<file path="src/rtl/acq_pkg.sv">
package acq_pkg;
    typedef enum logic [1:0] {
        ST_INTEG  = 2'd0,
        ST_SLIP   = 2'd1,
        ST_LOCKED = 2'd2
    } acq_state_t;
endpackage

</file>
<file path="src/rtl/acq_code_gen.sv">
// Local spreading code: m-sequence register stepped once per chip,
// with a sub-chip counter that stretches every chip over SPC strobes.
module acq_code_gen #(
    parameter int              LFSR_W = 3,
    parameter logic [LFSR_W-1:0] TAPS = 3'b110,
    parameter logic [LFSR_W-1:0] SEED = 3'b001,
    parameter int              SPC    = 4
) (
    input  logic clk,
    input  logic rst_n,
    input  logic restart,
    input  logic step,
    output logic chip
);
    localparam int SUB_W = (SPC > 1) ? $clog2(SPC) : 1;
    localparam logic [SUB_W-1:0] SUB_LAST = SUB_W'(SPC - 1);

    logic [LFSR_W-1:0] lfsr_q;
    logic [SUB_W-1:0]  sub_q;
    logic              fb;

    assign fb   = ^(lfsr_q & TAPS);
    assign chip = lfsr_q[LFSR_W-1];

    always_ff @(posedge clk or negedge rst_n) begin
        if (!rst_n) begin
            lfsr_q <= SEED;
            sub_q  <= '0;
        end else if (restart) begin
            lfsr_q <= SEED;
            sub_q  <= '0;
        end else if (step) begin
            if (sub_q == SUB_LAST) begin
                sub_q  <= '0;
                lfsr_q <= {lfsr_q[LFSR_W-2:0], fb};
            end else begin
                sub_q <= sub_q + 1'b1;
            end
        end
    end
endmodule

</file>
<file path="src/rtl/acq_integ.sv">
// Integrate-and-dump: latch the magnitude and clear on the same edge.
module acq_integ #(
    parameter int SAMPLE_W  = 8,
    parameter int INTEG_LEN = 28,
    parameter int ACC_W     = 14
) (
    input  logic                       clk,
    input  logic                       rst_n,
    input  logic                       add,
    input  logic                       chip,
    input  logic signed [SAMPLE_W-1:0] sample,
    output logic                       dump,
    output logic [ACC_W-1:0]           mag_now,
    output logic [ACC_W-1:0]           corr_q
);
    localparam int CNT_W = $clog2(INTEG_LEN);
    localparam logic [CNT_W-1:0] CNT_LAST = CNT_W'(INTEG_LEN - 1);

    logic signed [ACC_W-1:0] acc_q;
    logic signed [ACC_W-1:0] ext;
    logic signed [ACC_W-1:0] term;
    logic signed [ACC_W-1:0] sum;
    logic [CNT_W-1:0]        cnt_q;

    always_comb begin
        ext     = {{(ACC_W-SAMPLE_W){sample[SAMPLE_W-1]}}, sample};
        term    = chip ? ext : -ext;
        sum     = acc_q + term;
        mag_now = sum[ACC_W-1] ? $unsigned(-sum) : $unsigned(sum);
    end

    assign dump = add && (cnt_q == CNT_LAST);

    always_ff @(posedge clk or negedge rst_n) begin
        if (!rst_n) begin
            acc_q  <= '0;
            cnt_q  <= '0;
            corr_q <= '0;
        end else if (add) begin
            if (dump) begin
                acc_q  <= '0;
                cnt_q  <= '0;
                corr_q <= mag_now;
            end else begin
                acc_q <= sum;
                cnt_q <= cnt_q + 1'b1;
            end
        end
    end
endmodule

</file>
<file path="src/rtl/acq_serial_search.sv">
module acq_serial_search
    import acq_pkg::*;
#(
    parameter int              SAMPLE_W = 8,
    parameter int              LFSR_W   = 3,
    parameter logic [LFSR_W-1:0] TAPS   = 3'b110,
    parameter logic [LFSR_W-1:0] SEED   = 3'b001,
    parameter int              SPC      = 4,
    parameter int              ACC_W    = SAMPLE_W + $clog2(SPC * ((2**LFSR_W) - 1)) + 1,
    parameter int              PHASE_W  = $clog2(2 * ((2**LFSR_W) - 1))
) (
    input  logic                       clk,
    input  logic                       rst_n,
    input  logic                       smp_vld,
    input  logic signed [SAMPLE_W-1:0] smp_data,
    input  logic [ACC_W-1:0]           thresh,
    input  logic                       trk_lost,
    output logic                       locked,
    output logic [PHASE_W-1:0]         phase_idx,
    output logic [ACC_W-1:0]           corr_mag
);
    localparam int CODE_LEN  = (2**LFSR_W) - 1;
    localparam int INTEG_LEN = SPC * CODE_LEN;
    localparam int NUM_PHASE = 2 * CODE_LEN;
    localparam int SLIP_LEN  = SPC / 2;
    localparam int SLIP_W    = $clog2(SLIP_LEN + 1);
    localparam logic [SLIP_W-1:0]  SLIP_LAST  = SLIP_W'(SLIP_LEN - 1);
    localparam logic [PHASE_W-1:0] PHASE_LAST = PHASE_W'(NUM_PHASE - 1);

    acq_state_t          state_q, state_d;
    logic [SLIP_W-1:0]   slip_q;
    logic [PHASE_W-1:0]  phase_q;
    logic                restart, code_step, integ_add, chip;
    logic                dump, hit;
    logic [ACC_W-1:0]    mag_now;

    assign restart   = (state_q == ST_LOCKED) && trk_lost;
    assign code_step = smp_vld && !restart && (state_q != ST_SLIP);
    assign integ_add = smp_vld && (state_q == ST_INTEG);
    assign hit       = (mag_now >= thresh);

    acq_code_gen #(
        .LFSR_W (LFSR_W),
        .TAPS   (TAPS),
        .SEED   (SEED),
        .SPC    (SPC)
    ) u_code (
        .clk     (clk),
        .rst_n   (rst_n),
        .restart (restart),
        .step    (code_step),
        .chip    (chip)
    );

    acq_integ #(
        .SAMPLE_W  (SAMPLE_W),
        .INTEG_LEN (INTEG_LEN),
        .ACC_W     (ACC_W)
    ) u_integ (
        .clk     (clk),
        .rst_n   (rst_n),
        .add     (integ_add),
        .chip    (chip),
        .sample  (smp_data),
        .dump    (dump),
        .mag_now (mag_now),
        .corr_q  (corr_mag)
    );

    // Next-state decision
    always_comb begin
        state_d = state_q;
        unique case (state_q)
            ST_INTEG: begin
                if (dump) state_d = hit ? ST_LOCKED : ST_SLIP;
            end
            ST_SLIP: begin
                if (smp_vld && (slip_q == SLIP_LAST)) state_d = ST_INTEG;
            end
            ST_LOCKED: begin
                if (trk_lost) state_d = ST_INTEG;
            end
            default: state_d = ST_INTEG;
        endcase
    end

    // State register
    always_ff @(posedge clk or negedge rst_n) begin
        if (!rst_n) state_q <= ST_INTEG;
        else        state_q <= state_d;
    end

    // Slip counter and phase index
    always_ff @(posedge clk or negedge rst_n) begin
        if (!rst_n) begin
            slip_q  <= '0;
            phase_q <= '0;
        end else begin
            if ((state_q == ST_SLIP) && smp_vld)
                slip_q <= (slip_q == SLIP_LAST) ? '0 : slip_q + 1'b1;
            if (restart)
                phase_q <= '0;
            else if (dump && !hit)
                phase_q <= (phase_q == PHASE_LAST) ? '0 : phase_q + 1'b1;
        end
    end

    // Outputs
    always_comb begin
        locked    = (state_q == ST_LOCKED);
        phase_idx = phase_q;
    end
endmodule

</file>
<file path="config.mk">
export PLATFORM = sky130hd
export DESIGN_NAME = acq_serial_search
export DESIGN_NICKNAME = d
export VERILOG_FILES = /design/src/rtl/acq_pkg.sv /design/src/rtl/acq_code_gen.sv /design/src/rtl/acq_integ.sv /design/src/rtl/acq_serial_search.sv
export SDC_FILE = /design/constraint.sdc
export NUM_CORES = 1
export LEC_CHECK = 0
export BUFFER_PORTS_ARGS = -buffer_cell sky130_fd_sc_hd__buf_4
export CORE_ASPECT_RATIO = 2
export CORE_UTILIZATION = 53
export DETAILED_ROUTE_END_ITERATION = 10
export PLACE_DENSITY_LB_ADDON = 0.05
export SETUP_SLACK_MARGIN = 0.4
export SYNTH_ARGS = -nofsm -noshare
export SYNTH_HDL_FRONTEND = slang
export SYNTH_SLANG_ARGS = --single-unit
</file>
<file path="constraint.sdc">
create_clock -name clk -period 4.8 [get_ports clk]
set_input_delay 1.2 -clock clk [delete_from_list [all_inputs] [get_ports clk]]
set_output_delay 1.2 -clock clk [all_outputs]
set_load 0.05 [all_outputs]
</file>
==> results of run 1 <==
-- cells in the final DEF (no fill, tap or decap), types with 5 or more instances in the layout --
| cell | instances |
|---|---|
| nor2_1 | 31 |
| a21oi_2 | 9 |
| xor2_1 | 17 |
| nand3_1 | 6 |
| a21oi_1 | 15 |
| inv_1 | 19 |
| mux2_2 | 11 |
| buf_4 | 124 |
| o21ai_0 | 16 |
| xnor2_1 | 10 |
| clkbuf_16 | 5 |
| ha_1 | 30 |
| dfrtp_1 | 45 |
| a21o_1 | 8 |
| xnor2_2 | 5 |
| a22o_1 | 6 |
| o21ai_1 | 5 |
| nand2_1 | 30 |
| o21a_1 | 5 |
| nor2b_1 | 5 |
-- registers in the layout (all words and copies together), names as in the netlist --
| signal | flops |
|---|---|
| slip_q | 2 |
| u_integ.cnt_q | 5 |
| phase_idx | 4 |
| u_code.lfsr_q | 3 |
| u_code.sub_q | 2 |
| state_q | 2 |
| u_integ.acc_q | 14 |
| u_integ.corr_q | 14 |
-- kinds of logic after synthesis --
logic type               Yosys count
AND/OR/NAND/NOR                  108
AO/OA/AOI/OAI                     92
adder cells (fa/ha/maj)           34
multiplexers                      17
flip-flops                        46
buffers and inverters             30
XOR/XNOR                          34
-- critical path: stages --
cell       delay, ns
buf_8           0.10
nor2_4          0.10
nor4b_4         0.30
nor2_1          0.10
xor2_1          0.17
ha_1            0.29
o21a_1          0.20
buf_6           0.12
o21a_1          0.17
o22ai_2         0.19
xor2_1          0.22
buf_4           0.15
and2_1          0.16
a21oi_2         0.07
xnor2_1         0.30
ha_1            0.31
a211o_1         0.32
nor2_1          0.12
o2111ai_2       0.18
nand2_1         0.15
nand2_2         0.07
or3_4           0.36
a21oi_2         0.12
-- area by class of cell --
type                    count  area [µm²]  share of cell area, %
repair buffers            128       979.7                  20.28
inverters                  21       81.33                  1.684
multi-input cells         285        2375                  49.17
clock buffers               8       136.4                  2.824
well taps                  84       105.1                  2.176
flip-flops and latches     46        1152                  23.86
-- through the flow --
stage               setup WS, ns  setup TNS (ns)  area (µm²)  std cells
finish                   -0.4435          -2.058        4830        572
global route             -0.6115          -3.096        4830        572
CTS                      -0.3791          -1.888        4750        569
detailed placement       -0.8356          -4.236        4378        551
global placement         -0.7191          -3.704        4378        551
floorplan                -0.2932         -0.8447        3447        361
-- worst min-delay path by stage --
stage / startpoint / to / slack [ns]
after global placement: slip_q[0] / slip_q[0] / 0.46
final: slip_q[0] / slip_q[0] / 0.48
after global routing: slip_q[0] / slip_q[0] / 0.50
after detailed placement: slip_q[0] / slip_q[0] / 0.47
after floorplan: slip_q[0] / slip_q[0] / 0.45
after CTS: slip_q[0] / slip_q[0] / 0.47
-- per-layer routing --
metal | share of wire (%) | up-vias | GRT usage [%]
li1 | - | 1533 | -
met1 | 37 | 1522 | 29.45
met5 | 0 | - | 0
met3 | 2.2 | 24 | 3.150
met4 | 3.9 | 0 | 16.19
met2 | 57 | 73 | 56.48
-- timing repair --
action / 4_1_cts / 5_1_grt
gates resized for setup: 34 / 11
buffers inserted: 10 / 3
endpoints found under the hold margin: 0 / 0
endpoints found under the setup margin: 6 / 6
pin swaps: 25 / 9
==> run_results.csv, run 1 <==
group,metric,value,unit
logic_synthesis,synth.avg_cell_area,9.351,µm²
logic_synthesis,async_reset_ff_share,100.0,%
route,dr_total_vias,3152,
clocking,ctsHoldBuffers,0,
logic_synthesis,yosys_warnings,0,
clocking,cts_tree,"built",
setup_path,r2r_cells,19,
run_status,status,"finished, violations left",
timing,hold_ws,0.4785,ns
placed_design,place.port_buffers,44,
setup_path,cp-startpoint,"smp_data[2]",
setup_path,r2r_end,"phase_idx[3]",
floorplanning,start_util,55.74,%
logic_synthesis,ys_top_cells_by_area,"dfrtp_1 (33%), ha_1 (12%), xor2_1 (4.7%)",
timing,setup_viol,6,
setup_path,worstReg2RegStart,"u_code.lfsr_q[2]",
min_path,hold_depth,1,
floorplanning,die_w,58.43,µm
clocking,cts_made_buffers,5,
logic_synthesis,netlist.area_leader.share,33.36,%
timing,maxSlewHeadroom,53.51,%
layout,insertedDiodeCount,0,
setup_path,critPathCaptureType,"register",
setup_path,cp-start-kind,"input pin",
clocking,clkSlewWorstSetupHoldPaths,0.06,ns
placed_design,place_congestion,0.8537,
global_route,antenna_found_initial,0,
timing,rsz0062_at_grt,"true",
logic_synthesis,synthesis.nets,421,
timing,setup_ws,-0.4435,ns
global_route,grt_pass1_vias,3342,
floorplanning,ios,45,
clocking,insertion_delay,0.29,ns
layout,syn2layout_area_growth,43.07,%
layout,fillers,432,
global_route,grt_pass1_wl,14.78,mm
logic_synthesis,yosysTopAreaCell,"dfrtp_1",
logic_synthesis,synth-simple-area-share,16.90,%
run_status,violations,"setup timing",
logic_synthesis,ys_ff_latch,46,
setup_path,worstSetupPathType,"in2reg",
logic_synthesis,synth.yosys.seq_area_share,34.14,%
setup_path,crit_required,5.02,ns
clocking,root_buffer,"clkbuf_16",
logic_synthesis,synth_edf_count,0,
clocking,htreeDepth,2,
floorplanning,rows,40,
route,firstDrtPassIters,4,
timing,max_freq,0.1907,GHz
global_route,grt.total_usage,29.41,%
logic_synthesis,yosysUniqueCellTypes,51,
logic_synthesis,synth_most_common_cell,"dfrtp_1",
floorplanning,core-area,6056,µm²
timing,min_period,5.244,ns
setup_path,arrival,5.46,ns
logic_synthesis,synth_top_family_by_area,"compound AO/OA/AOI/OAI gates",
route,avgViaCountPerCell,5.510,
logic_synthesis,yosys.area_share.xor_xnor,9.266,%
logic_synthesis,netlist_area,3376,µm²
setup_path,critical_path_peak_fanout,3,
placed_design,dpl.hpwl,6.706,mm
clocking,cts.sinks,46,
logic_synthesis,synth_commonest_cells,"dfrtp_1 (45), ha_1 (33), nor2_1 (32), nand2_1 (31), a21oi_1 (26)",
route,ant_nets,0,
clocking,clockBufferDepth,2,
layout,layout-drive-gt1-share,40.57,%
global_route,grt-ovfl-total,0,
route,wire_per_inst,15.98,µm
floorplanning,die_area,6712,µm²
logic_synthesis,muxShareOfSynthArea,5.671,%
timing,fin_worst_skew,0.008308,ns
logic_synthesis,yosys_most_used_dff,"dfrtp_1",
route,wl,9.140,mm
global_route,grt_max_degree,47,
route,drt_iter0_drc,146,
timing,finalCritPeriodShare,109.2,%
setup_path,crit_end,"phase_idx[3]",
layout,final_util,79.75,%
logic_synthesis,synth_compound_area_share,17.61,%
logic_synthesis,netlist_instances,361,
timing,worst_slew_pin_slew,0.6957,ns
min_path,hold_class,"reg2reg",
timing,final_hold_viol_count,0,
layout,fin_nets,547,
route,drc,0,
timing,report.final.slew_viol_count,0,
job,maxCapViolCount,0,
logic_synthesis,synth-adder-area-share,12.82,%
floorplanning,dieHeight,114.9,µm
setup_path,reg2reg_slack,0.08,ns
Power of run 1 is left out: the tool's default activity adds up to more than one toggle a clock period on the data nets, which glitch-free logic cannot reach.
==> run 2, diff against run 1 <==
CORE_UTILIZATION = 55   (was 53)
clock period = 6.1 ns   (was 4.8 ns; I/O delays follow)
==> run_results.csv, run 2 (synthesized netlist as in run 1, its figures left out) <==
group,metric,value,unit
timing,setup_ws,0.4735,ns
global_route,grt_max_degree,47,
timing,setup-tns-final,0,ns
layout,reg_top3,"u_integ.acc_q (14), u_integ.corr_q (14), u_integ.cnt_q (5)",
route,dr_total_vias,2906,
placed_design,dpl.hpwl,6.141,mm
route,wl,8.568,mm
route,ant_nets,0,
layout,layout_commonest_cell,"buf_4",
timing,min_period,5.626,ns
route,wire_per_inst,17.31,µm
timing,rsz0062_at_grt,"true",
setup_path,arrival,5.85,ns
global_route,antenna_found_initial,0,
placed_design,place_congestion,0.8626,
global_route,grt_pass1_wl,13.15,mm
run_status,status,"finished clean",
setup_path,cp-start-kind,"input pin",
clocking,cts_tree,"built",
timing,setup_viol,0,
clocking,clkSlewWorstSetupHoldPaths,0.06,ns
clocking,root_buffer,"clkbuf_16",
floorplanning,ios,45,
timing,report.final.slew_viol_count,0,
layout,syn2layout_area_growth,28.80,%
floorplanning,rows,40,
layout,insertedDiodeCount,0,
layout,layout_common_cells,"buf_4 (71), dfrtp_1 (45), nor2_1 (30), nand2_1 (30), ha_1 (28)",
floorplanning,die_area,6474,µm²
layout,fin_area,4348,µm²
global_route,grt-ovfl-total,0,
setup_path,crit_required,6.32,ns
setup_path,critical_path_peak_fanout,3,
timing,fin_worst_skew,0.006434,ns
job,maxCapViolCount,0,
placed_design,pre_cts_slack,-0.09899,ns
placed_design,place.port_buffers,44,
clocking,htreeDepth,2,
route,drc,0,
floorplanning,die_w,57.40,µm
layout,layout-drive-gt1-share,32.41,%
timing,max_freq,0.1777,GHz
clocking,clockBufferDepth,2,
setup_path,critPathCaptureType,"register",
setup_path,r2r_cells,18,
floorplanning,start_util,56.68,%
clocking,ctsHoldBuffers,0,
clocking,insertion_delay,0.29,ns
min_path,hold_depth,1,
clocking,cts_made_buffers,5,
route,firstDrtPassIters,4,
placed_design,place_area,3815,µm²
timing,maxSlewHeadroom,50.71,%
global_route,grt.total_usage,26.90,%
global_route,grt_pass1_vias,2870,
floorplanning,core-area,5956,µm²
setup_path,worstSetupPathType,"in2reg",
min_path,hold_class,"reg2reg",
layout,fin_nets,491,
floorplanning,dieHeight,112.8,µm
clocking,cts.sinks,46,
route,avgViaCountPerCell,5.871,
timing,worst_slew_pin_slew,0.7354,ns
timing,finalCritPeriodShare,92.24,%
timing,final_hold_viol_count,0,
route,drt_iter0_drc,102,
-- run 2: cell count changes in the layout (fill, tap and decap cells not counted), sizes merged --
cell,before,now
buf,128,72
clkbuf,8,5
clkinv,0,2
bufinv,0,1
-- run 2: area by class of cell --
class	count	area, µm²
Tap cell	63	78.83
Clock buffer	5	125.1
Inverter	21	78.83
Timing Repair Buffer	72	544.3
Sequential cell	46	1152
Clock inverter	3	40.04
Fill cell	465	1608
Multi-Input combinational cell	285	2328
-- run 2: critical path, cell delays in order --
cell and delay (ns):
buf_4 0.13, nor2_4 0.14, nor4b_4 0.27, nor2_1 0.08, xor2_1 0.17, ha_1 0.33
o21a_1 0.22, buf_6 0.13, o21a_1 0.19, o22ai_4 0.21, xor2_2 0.20, nor4b_4 0.27
buf_4 0.18, a31oi_2 0.10, xor2_1 0.25, ha_1 0.29, a21o_1 0.17, a21oi_2 0.15
o2111ai_2 0.14, nand2_1 0.15, nand2_2 0.09, or3_4 0.34, a21oi_2 0.12
-- run 2: worst paths after layout --
kind / start / to / slack, ns
min in group asynchronous: rst_n / u_integ.corr_q[12] / 1.23
max: smp_data[3] / phase_idx[3] / 0.47
min: slip_q[0] / slip_q[0] / 0.47
max reg2reg: u_code.lfsr_q[2] / phase_idx[3] / 1.32
min reg2reg: slip_q[0] / slip_q[0] / 0.47
max in group asynchronous: rst_n / u_integ.corr_q[0] / 4.44
-- run 2: repair_timing --
action                                  4_1_cts  5_1_grt
buffers inserted                              5       14
resized for setup                            12       35
endpoints found under the setup margin        4        4
pin swaps                                     5       23
-- run 2: metal layers --
layer	GRT usage (%)	vias to the layer above	wire length [µm]
li1	-	1412	-
met2	52.33	48	4920
met3	3.429	19	171
met4	11.06	0	247
met5	0	-	0
met1	27.40	1427	3228
-- run 2: metrics by stage --
step,hold WS (ns),instances,util [%]
finish,0.4737,495,73.00
global placement,0.4626,468,64.05
floorplan,0.4458,361,-
global route,0.5041,495,73.00
CTS,0.4759,481,68.47
detailed placement,0.4656,468,64.05
Power of run 2 is left out for the same reason.
